<file path="src/rtl/ustep_pkg.sv">
package ustep_pkg;

    localparam int POS_W = 4;
    localparam int NPOS  = 1 << POS_W;
    localparam int QTR   = NPOS / 4;

    localparam logic [1:0] MODE_FULL = 2'd0;
    localparam logic [1:0] MODE_HALF = 2'd1;

    localparam logic [1:0] LVL_100 = 2'b00;
    localparam logic [1:0] LVL_67  = 2'b01;
    localparam logic [1:0] LVL_33  = 2'b10;
    localparam logic [1:0] LVL_0   = 2'b11;

    localparam logic [POS_W-1:0] RESET_POS = POS_W'(2);

    typedef struct packed {
        logic       pol;
        logic [1:0] lvl;
    } wind_t;

    function automatic logic [POS_W-1:0] stride_of(logic [1:0] m);
        logic [POS_W-1:0] s;
        case (m)
            MODE_FULL: s = POS_W'(4);
            MODE_HALF: s = POS_W'(2);
            default:   s = POS_W'(1);
        endcase
        return s;
    endfunction

    function automatic logic [POS_W-1:0] align_pos(logic [POS_W-1:0] p, logic [1:0] m);
        logic [POS_W-1:0] r;
        r = p;
        case (m)
            MODE_FULL: begin
                r = {p[POS_W-1:2], 2'b10};
                if (!p[1]) r = r - POS_W'(4);
            end
            MODE_HALF: r = {p[POS_W-1:1], 1'b0};
            default:   r = p;
        endcase
        return r;
    endfunction

endpackage

</file>
<file path="src/rtl/ustep_index.sv">
module ustep_index
    import ustep_pkg::*;
(
    input  logic             clk_i,
    input  logic             rst_ni,
    input  logic             step_i,
    input  logic             dir_i,
    input  logic [1:0]       mode_i,
    input  logic             en_i,
    output logic [POS_W-1:0] idx_d_o,
    output logic [POS_W-1:0] idx_q_o,
    output logic [1:0]       mode_q_o,
    output logic             step_q_o
);

    typedef struct packed {
        logic [POS_W-1:0] idx;
        logic [1:0]       mode;
        logic             step_prev;
    } idx_state_t;

    idx_state_t st_d, st_q;
    logic       rise;

    always_comb begin
        st_d           = st_q;
        st_d.step_prev = step_i;
        st_d.mode      = mode_i;
        rise           = step_i & ~st_q.step_prev;
        if (mode_i != st_q.mode) begin
            st_d.idx = align_pos(st_q.idx, mode_i);
        end else if (en_i && rise) begin
            if (dir_i) st_d.idx = st_q.idx - stride_of(mode_i);
            else       st_d.idx = st_q.idx + stride_of(mode_i);
        end
    end

    always_ff @(posedge clk_i or negedge rst_ni) begin
        if (!rst_ni) begin
            st_q.idx       <= RESET_POS;
            st_q.mode      <= MODE_FULL;
            st_q.step_prev <= 1'b0;
        end else begin
            st_q <= st_d;
        end
    end

    assign idx_d_o  = st_d.idx;
    assign idx_q_o  = st_q.idx;
    assign mode_q_o = st_q.mode;
    assign step_q_o = st_q.step_prev;

endmodule

</file>
<file path="src/rtl/ustep_level.sv">
module ustep_level
    import ustep_pkg::*;
(
    input  logic [POS_W-1:0] pos_i,
    input  logic             reduce_i,
    output logic [1:0]       lvl_o,
    output logic             pol_o
);

    logic [2:0] half_pos;

    always_comb begin
        half_pos = pos_i[2:0];
        case (half_pos)
            3'd0:       lvl_o = LVL_0;
            3'd1, 3'd7: lvl_o = LVL_33;
            3'd2, 3'd6: lvl_o = reduce_i ? LVL_67 : LVL_100;
            default:    lvl_o = LVL_100;
        endcase
        pol_o = ~pos_i[POS_W-1];
    end

endmodule

</file>
<file path="src/rtl/ustep_current_seq.sv">
module ustep_current_seq
    import ustep_pkg::*;
(
    input  logic       clk_i,
    input  logic       rst_ni,
    input  logic       step_i,
    input  logic       dir_i,
    input  logic [1:0] mode_i,
    input  logic       reduce_i,
    input  logic       en_i,
    output logic       w1_phase_o,
    output logic [1:0] w1_lvl_o,
    output logic       w2_phase_o,
    output logic [1:0] w2_lvl_o
);

    localparam int NWIND = 2;

    logic [POS_W-1:0] idx_d, idx_q;
    logic [1:0]       mode_q;
    logic             step_q;

    logic [1:0]       raw_lvl [NWIND];
    logic             raw_pol [NWIND];
    wind_t            out_d   [NWIND];
    wind_t            out_q   [NWIND];

    ustep_index u_index (
        .clk_i    (clk_i),
        .rst_ni   (rst_ni),
        .step_i   (step_i),
        .dir_i    (dir_i),
        .mode_i   (mode_i),
        .en_i     (en_i),
        .idx_d_o  (idx_d),
        .idx_q_o  (idx_q),
        .mode_q_o (mode_q),
        .step_q_o (step_q)
    );

    for (genvar k = 0; k < NWIND; k++) begin : g_wind
        logic [POS_W-1:0] pos;
        assign pos = idx_d + POS_W'(k * QTR);

        ustep_level u_level (
            .pos_i    (pos),
            .reduce_i (reduce_i),
            .lvl_o    (raw_lvl[k]),
            .pol_o    (raw_pol[k])
        );

        always_comb begin
            out_d[k].lvl = en_i ? raw_lvl[k] : LVL_0;
            out_d[k].pol = en_i ? raw_pol[k] : 1'b0;
        end

        always_ff @(posedge clk_i or negedge rst_ni) begin
            if (!rst_ni) begin
                out_q[k].lvl <= LVL_0;
                out_q[k].pol <= 1'b0;
            end else begin
                out_q[k] <= out_d[k];
            end
        end
    end

    assign w1_phase_o = out_q[0].pol;
    assign w1_lvl_o   = out_q[0].lvl;
    assign w2_phase_o = out_q[1].pol;
    assign w2_lvl_o   = out_q[1].lvl;

endmodule

</file>
<file path="config.mk">
export PLATFORM = sky130hd
export DESIGN_NAME = ustep_current_seq
export DESIGN_NICKNAME = d
export VERILOG_FILES = /design/src/rtl/ustep_pkg.sv /design/src/rtl/ustep_index.sv /design/src/rtl/ustep_level.sv /design/src/rtl/ustep_current_seq.sv
export SDC_FILE = /design/constraint.sdc
export NUM_CORES = 1
export LEC_CHECK = 0
export BUFFER_PORTS_ARGS = -buffer_cell sky130_fd_sc_hd__buf_2
export CAP_MARGIN = 20
export CORE_AREA = 5 5 58 47
export CTS_CLUSTER_DIAMETER = 80
export DETAILED_ROUTE_END_ITERATION = 8
export DIE_AREA = 0 0 63 52
export SLEW_MARGIN = 10
export SYNTH_ARGS = -nofsm -noshare
export SYNTH_HDL_FRONTEND = slang
export SYNTH_SLANG_ARGS = --single-unit
</file>
<file path="constraint.sdc">
create_clock -name clk_i -period 4.5 [get_ports clk_i]
set_input_delay 1.35 -clock clk_i [delete_from_list [all_inputs] [get_ports clk_i]]
set_output_delay 1.35 -clock clk_i [all_outputs]
set_load 0.01 [all_outputs]
</file>
### Word level (Yosys, flattened, before mapping)

Cells that the tools add are included.

* register bits after elaboration: 13
* input bits: 8
* word-level logic and storage cells: 52

* $add $sub $neg: 4
* equal/unequal tests: 10
* multiplexer cells: 19
* bitwise logic cells: 4
* reductions and logical operators: 8

Operator list (count)
* two-way mux 4 bit: 10
* equality test 3 bit (second input constant): 4
* case mux 2 bit (3 select lines): 2
* case mux 4 bit (2 select lines): 1
* OR reduction 2 bit: 4
* equality test 3 x 1 -> 1 bit (second input constant): 2
* equality test 3 x 2 -> 1 bit (second input constant): 2
* zero test 3 bit: 2
* case mux 3 bit (2 select lines): 1
* adder 4 x 3 -> 4 bit (second input constant): 1
* adder 4 bit: 1
* two-way mux 2 bit: 2
* subtractor 4 x 3 -> 4 bit (second input constant): 1
* subtractor 4 bit: 1
* two-way mux 1 bit: 3
* NOT 1 bit: 3
* equality test 2 x 1 -> 1 bit (second input constant): 1
* zero test 2 bit: 1
* != test 2 bit: 1
* AND 1 bit: 1
* logical AND 1 bit: 1

### Longest topological paths before layout

* depth after elaboration: 14
* depth in mapped cells: 10
* mapped depth without buffers: 9

### Modules after synthesis

From an unflattened synthesis, not the netlist that was laid out.

* cells, all modules: 74
* area, all modules: 737.0 sq um

Modules (own cells, without submodules)
* ustep_index: times used 1, cells an instance 48, area an instance 469.2 sq um, seq. area each 176.4 sq um
* ustep_current_seq: times used 1, cells an instance 14, area an instance 205.2 sq um, seq. area each 155.1 sq um
* ustep_level: times used 2, cells an instance 6, area an instance 31.3 sq um, seq. area each 0.0 sq um

### Worst setup path before layout

Ideal clock, no wire load.

* path type: input-to-reg
* start point: input port mode_i[1]
* end point: register out_q, in the netlist w2_lvl_o[0]
* data arrival time: 2.918 ns
* data required time: 4.419 ns
* slack: 1.501 ns
* stages: 8
* buffers on the path: 1
* cell sequence: buf_6 nor2_1 a21oi_1 fa_1 xnor2_1 a21oi_1 o211ai_1 o221a_1

RTL lines
* from (decl): RTL line ustep_current_seq.sv:8 `input logic [1:0] mode_i,`
* to (signal, indexed assignment): RTL line ustep_current_seq.sv:62 `out_q[k] <= out_d[k];`
* to (decl): RTL line ustep_current_seq.sv:26 `wind_t out_q [NWIND];`

==> impl_metrics.env <==
export IMPL_grt_max_degree=14
export IMPL_critPathArrivalTime_ps=3180
export IMPL_detail_route_antenna_nets=0
export IMPL_nets=105
export IMPL_path_class="in2reg"
export IMPL_track_usage_pct=10.8
export IMPL_met2_usage_pct=15.9
export IMPL_power_frac_seq_pct=47.6
export IMPL_num_antenna_cells=0
export IMPL_start_kind="input pin"
export IMPL_p_int_mw=0.213
export IMPL_drtIter0Drc=6
export IMPL_detail_route_wl_per_cell_um=13.5
export IMPL_yosys_top_cells_count="dfrtp_1 (8), inv_1 (7), a21oi_1 (5), dfstp_2 (5), nor2_1 (5)"
export IMPL_syn2layout_area_growth_pct=13.0
export IMPL_cts_tree="built"
export IMPL_drv_slew=0
export IMPL_ys_seq_area_share_pct=40.9
export IMPL_grt_use_met1_pct=15.0
export IMPL_clk_latency_ps=270
export IMPL_worstPathCellList="buf_2, nor2_1, a21oi_1, inv_1, ha_1, nand3b_1, a21o_1, a41oi_2, xnor2_4, mux2i_1"
export IMPL_rrSetupSlack_ps=2500
export IMPL_power_frac_comb_pct=29.6
export IMPL_clkTransAtPathRegs_ps=80
export IMPL_grt_pass1_vias=632
export IMPL_core_sq_mm=0.00216
export IMPL_synth_net_count=90
export IMPL_timing_rr_start="u_index.idx_q_o[1]"
export IMPL_synth_cell_types=35
export IMPL_dpl_worst_slack_ps=1210
export IMPL_rsz0062_at_grt="false"
export IMPL_finalInstanceArea_sq_um=916
export IMPL_clockBufferDepth=2
export IMPL_synthCells=78
export IMPL_top_usage_layer="met2"
export IMPL_dp_hpwl_um=1260
export IMPL_yosys_area_top_type="dfrtp_1"
export IMPL_first_pass_iters=4
export IMPL_path_buf_inv=2
export IMPL_start_util_pct=37.6
export IMPL_leakage_nw=0.414
export IMPL_vias_per_cell=5.31
export IMPL_num_io_pins=14
export IMPL_total_power_mw=0.313
export IMPL_cts_resized=0
export IMPL_die_w_um=63
export IMPL_yosysTopAreaCellShare_pct=24.7
export IMPL_skew_ps=2.39
export IMPL_p_per_area_mw_per_mm2=342
export IMPL_cp_max_fo=8
export IMPL_end_kind="register"
export IMPL_grt_pass1_wl_um=2790
export IMPL_swShare_pct=31.8
export IMPL_fp_dieArea_sq_mm=0.00328
export IMPL_rows=15
export IMPL_worstMarginPinSlew_ps=533
export IMPL_drc=0
export IMPL_io_buffers=13
export IMPL_fin_crit_sh_pct=66.4
export IMPL_ir_drop_uv=201
export IMPL_synthArstFlopShare_pct=100
export IMPL_cpMaxStageDelayCell="a41oi_2"
export IMPL_grt_ovfl_total=0
export IMPL_synth_seq_cells=13
export IMPL_cpPeakStageDelay_ps=320
export IMPL_status="finished, final reports clean"
export IMPL_path_delay_family="compound AO/OA/AOI/OAI gates"
export IMPL_synth_edf_count=0
export IMPL_drv_cap=0
export IMPL_synthTopCellsByArea="dfrtp_1 (25%), dfstp_2 (16%), ha_1 (4.6%)"
export IMPL_post_cts_buffers=0
export IMPL_drive_above_1_share_pct=29.3
export IMPL_ys_warn_count=0
export IMPL_synth_most_common_cell="dfrtp_1"
export IMPL_cts_root_buf="clkbuf_4"
export IMPL_wirelength_um=1580
export IMPL_h_tree_depth=1
export IMPL_fin_crit_ps=2990
export IMPL_dr_total_vias=621
export IMPL_slew_headroom_pct=64.2
export IMPL_antenna_found_initial=0
export IMPL_worstHoldStart="u_index.idx_q_o[3]"
export IMPL_pwr_share_clk_pct=22.9
export IMPL_met3_usage_pct=2.81
export IMPL_numCtsBuffers=3
export IMPL_hp_class="reg2reg"
export IMPL_setup_viol=0
export IMPL_hold_buffers=0
export IMPL_die_y_um=52
export IMPL_hold_viol_final=0
export IMPL_syn_area_sq_um=811
export IMPL_r2r_end="w2_lvl_o[0]"
export IMPL_postPlaceCellArea_sq_um=888
export IMPL_holdPathStages=1
export IMPL_max_freq_mhz=335
export IMPL_gp_congestion=0.884
export IMPL_reg2reg_depth=6
export IMPL_crit_required_ps=4700
export IMPL_avgSynthCellArea_sq_um=10.4
export IMPL_clock_sinks=13
export IMPL_switching_power_mw=0.0995
export IMPL_synth_main_ff_cell="dfrtp_1"
export IMPL_hold_path_end="u_index.idx_q_o[3]"
export IMPL_setup_slack_ps=1510
export IMPL_finalSetupTns_ps=0
==> registers in the layout (all words and copies together) (netlist names) <==
| name | count |
|---|---|
| w1_phase_o | 1 |
| w2_phase_o | 1 |
| w1_lvl_o | 2 |
| w2_lvl_o | 2 |
| u_index.idx_q_o | 4 |
| u_index.mode_q_o | 2 |
| u_index.step_q_o | 1 |
==> stage by stage <==
| stage | cells | hold slack, ps | utilization, % |
|---|---|---|---|
| 6_report | 117 | 566 | 42.4 |
| 3_5_place_dp | 113 | 554 | 41.2 |
| 4_1_cts | 117 | 573 | 42.4 |
| 3_3_place_gp | 113 | 557 | 41.2 |
| 5_1_grt | 117 | 585 | 42.4 |
| 2_1_floorplan | 78 | 544 | - |
==> final cells by class <==
type / instances / area [sq um]
multi-input cells: 55 / 434
inverters: 7 / 26.3
flip-flops and latches: 13 / 332
repair buffers: 13 / 65.1
well taps: 25 / 31.3
fillers: 211 / 1240
clock inverters: 1 / 5.00
clock buffers: 3 / 22.5
==> worst max-delay path by stage <==
stage / start / endpoint / slack, ps / cells past startpoint
6_report: mode_i[1] / w2_phase_o / 1510 / 10
5_1_grt: mode_i[1] / w2_phase_o / 1380 / 10
4_1_cts: mode_i[1] / w2_phase_o / 1490 / 10
3_5_place_dp: mode_i[1] / w2_phase_o / 1210 / 10
3_3_place_gp: mode_i[1] / w2_phase_o / 1280 / 10
2_1_floorplan: mode_i[1] / w2_lvl_o[0] / 1500 / 8
==> cells in the final DEF, fill, tap and decap left out, drive strengths merged, types with 3 or more instances in the layout <==
| cell | n |
|---|---|
| nor2 | 5 |
| a21oi | 6 |
| dfstp | 5 |
| dfrtp | 8 |
| o21ai | 4 |
| ha | 3 |
| buf | 13 |
| xnor2 | 4 |
| clkbuf | 3 |
| o211ai | 4 |
| nand3 | 3 |
| inv | 7 |
==> cells by family after synthesis <==
kind of cell	count (synthesis)	share of synthesized area, %
compound gates	24	21.0
simple gates	20	13.6
fa+ha+maj	4	7.10
buf+inv	10	5.56
xor+xnor	6	10.6
flops	13	40.9
mux	1	1.23
==> power groups by stage <==
stage | registers (mW) | clock network (mW) | logic (mW)
floorplan | 0.156 | 0 | 0.0634
global placement | 0.151 | 0 | 0.0927
detailed placement | 0.151 | 0 | 0.0928
CTS | 0.149 | 0.0741 | 0.0941
global route | 0.151 | 0.0817 | 0.104
finish | 0.149 | 0.0715 | 0.0925
==> worst reg2reg max path: stages (launching register included) <==
cell and delay [ps]:
dfstp_2 560, inv_1 80, fa_1 430, xnor2_1 160, a21oi_1 280, o211ai_1 170
o221a_1 260
==> layer usage <==
metal / wire length [um] / part of all wire, % / up-vias
met2: 700 / 44 / 10
li1: - / - / 307
met4: 19 / 1.2 / 0
met3: 60 / 3.8 / 4
met5: 0 / 0 / -
met1: 802 / 51 / 300
(Power assumes the default switching activity.)
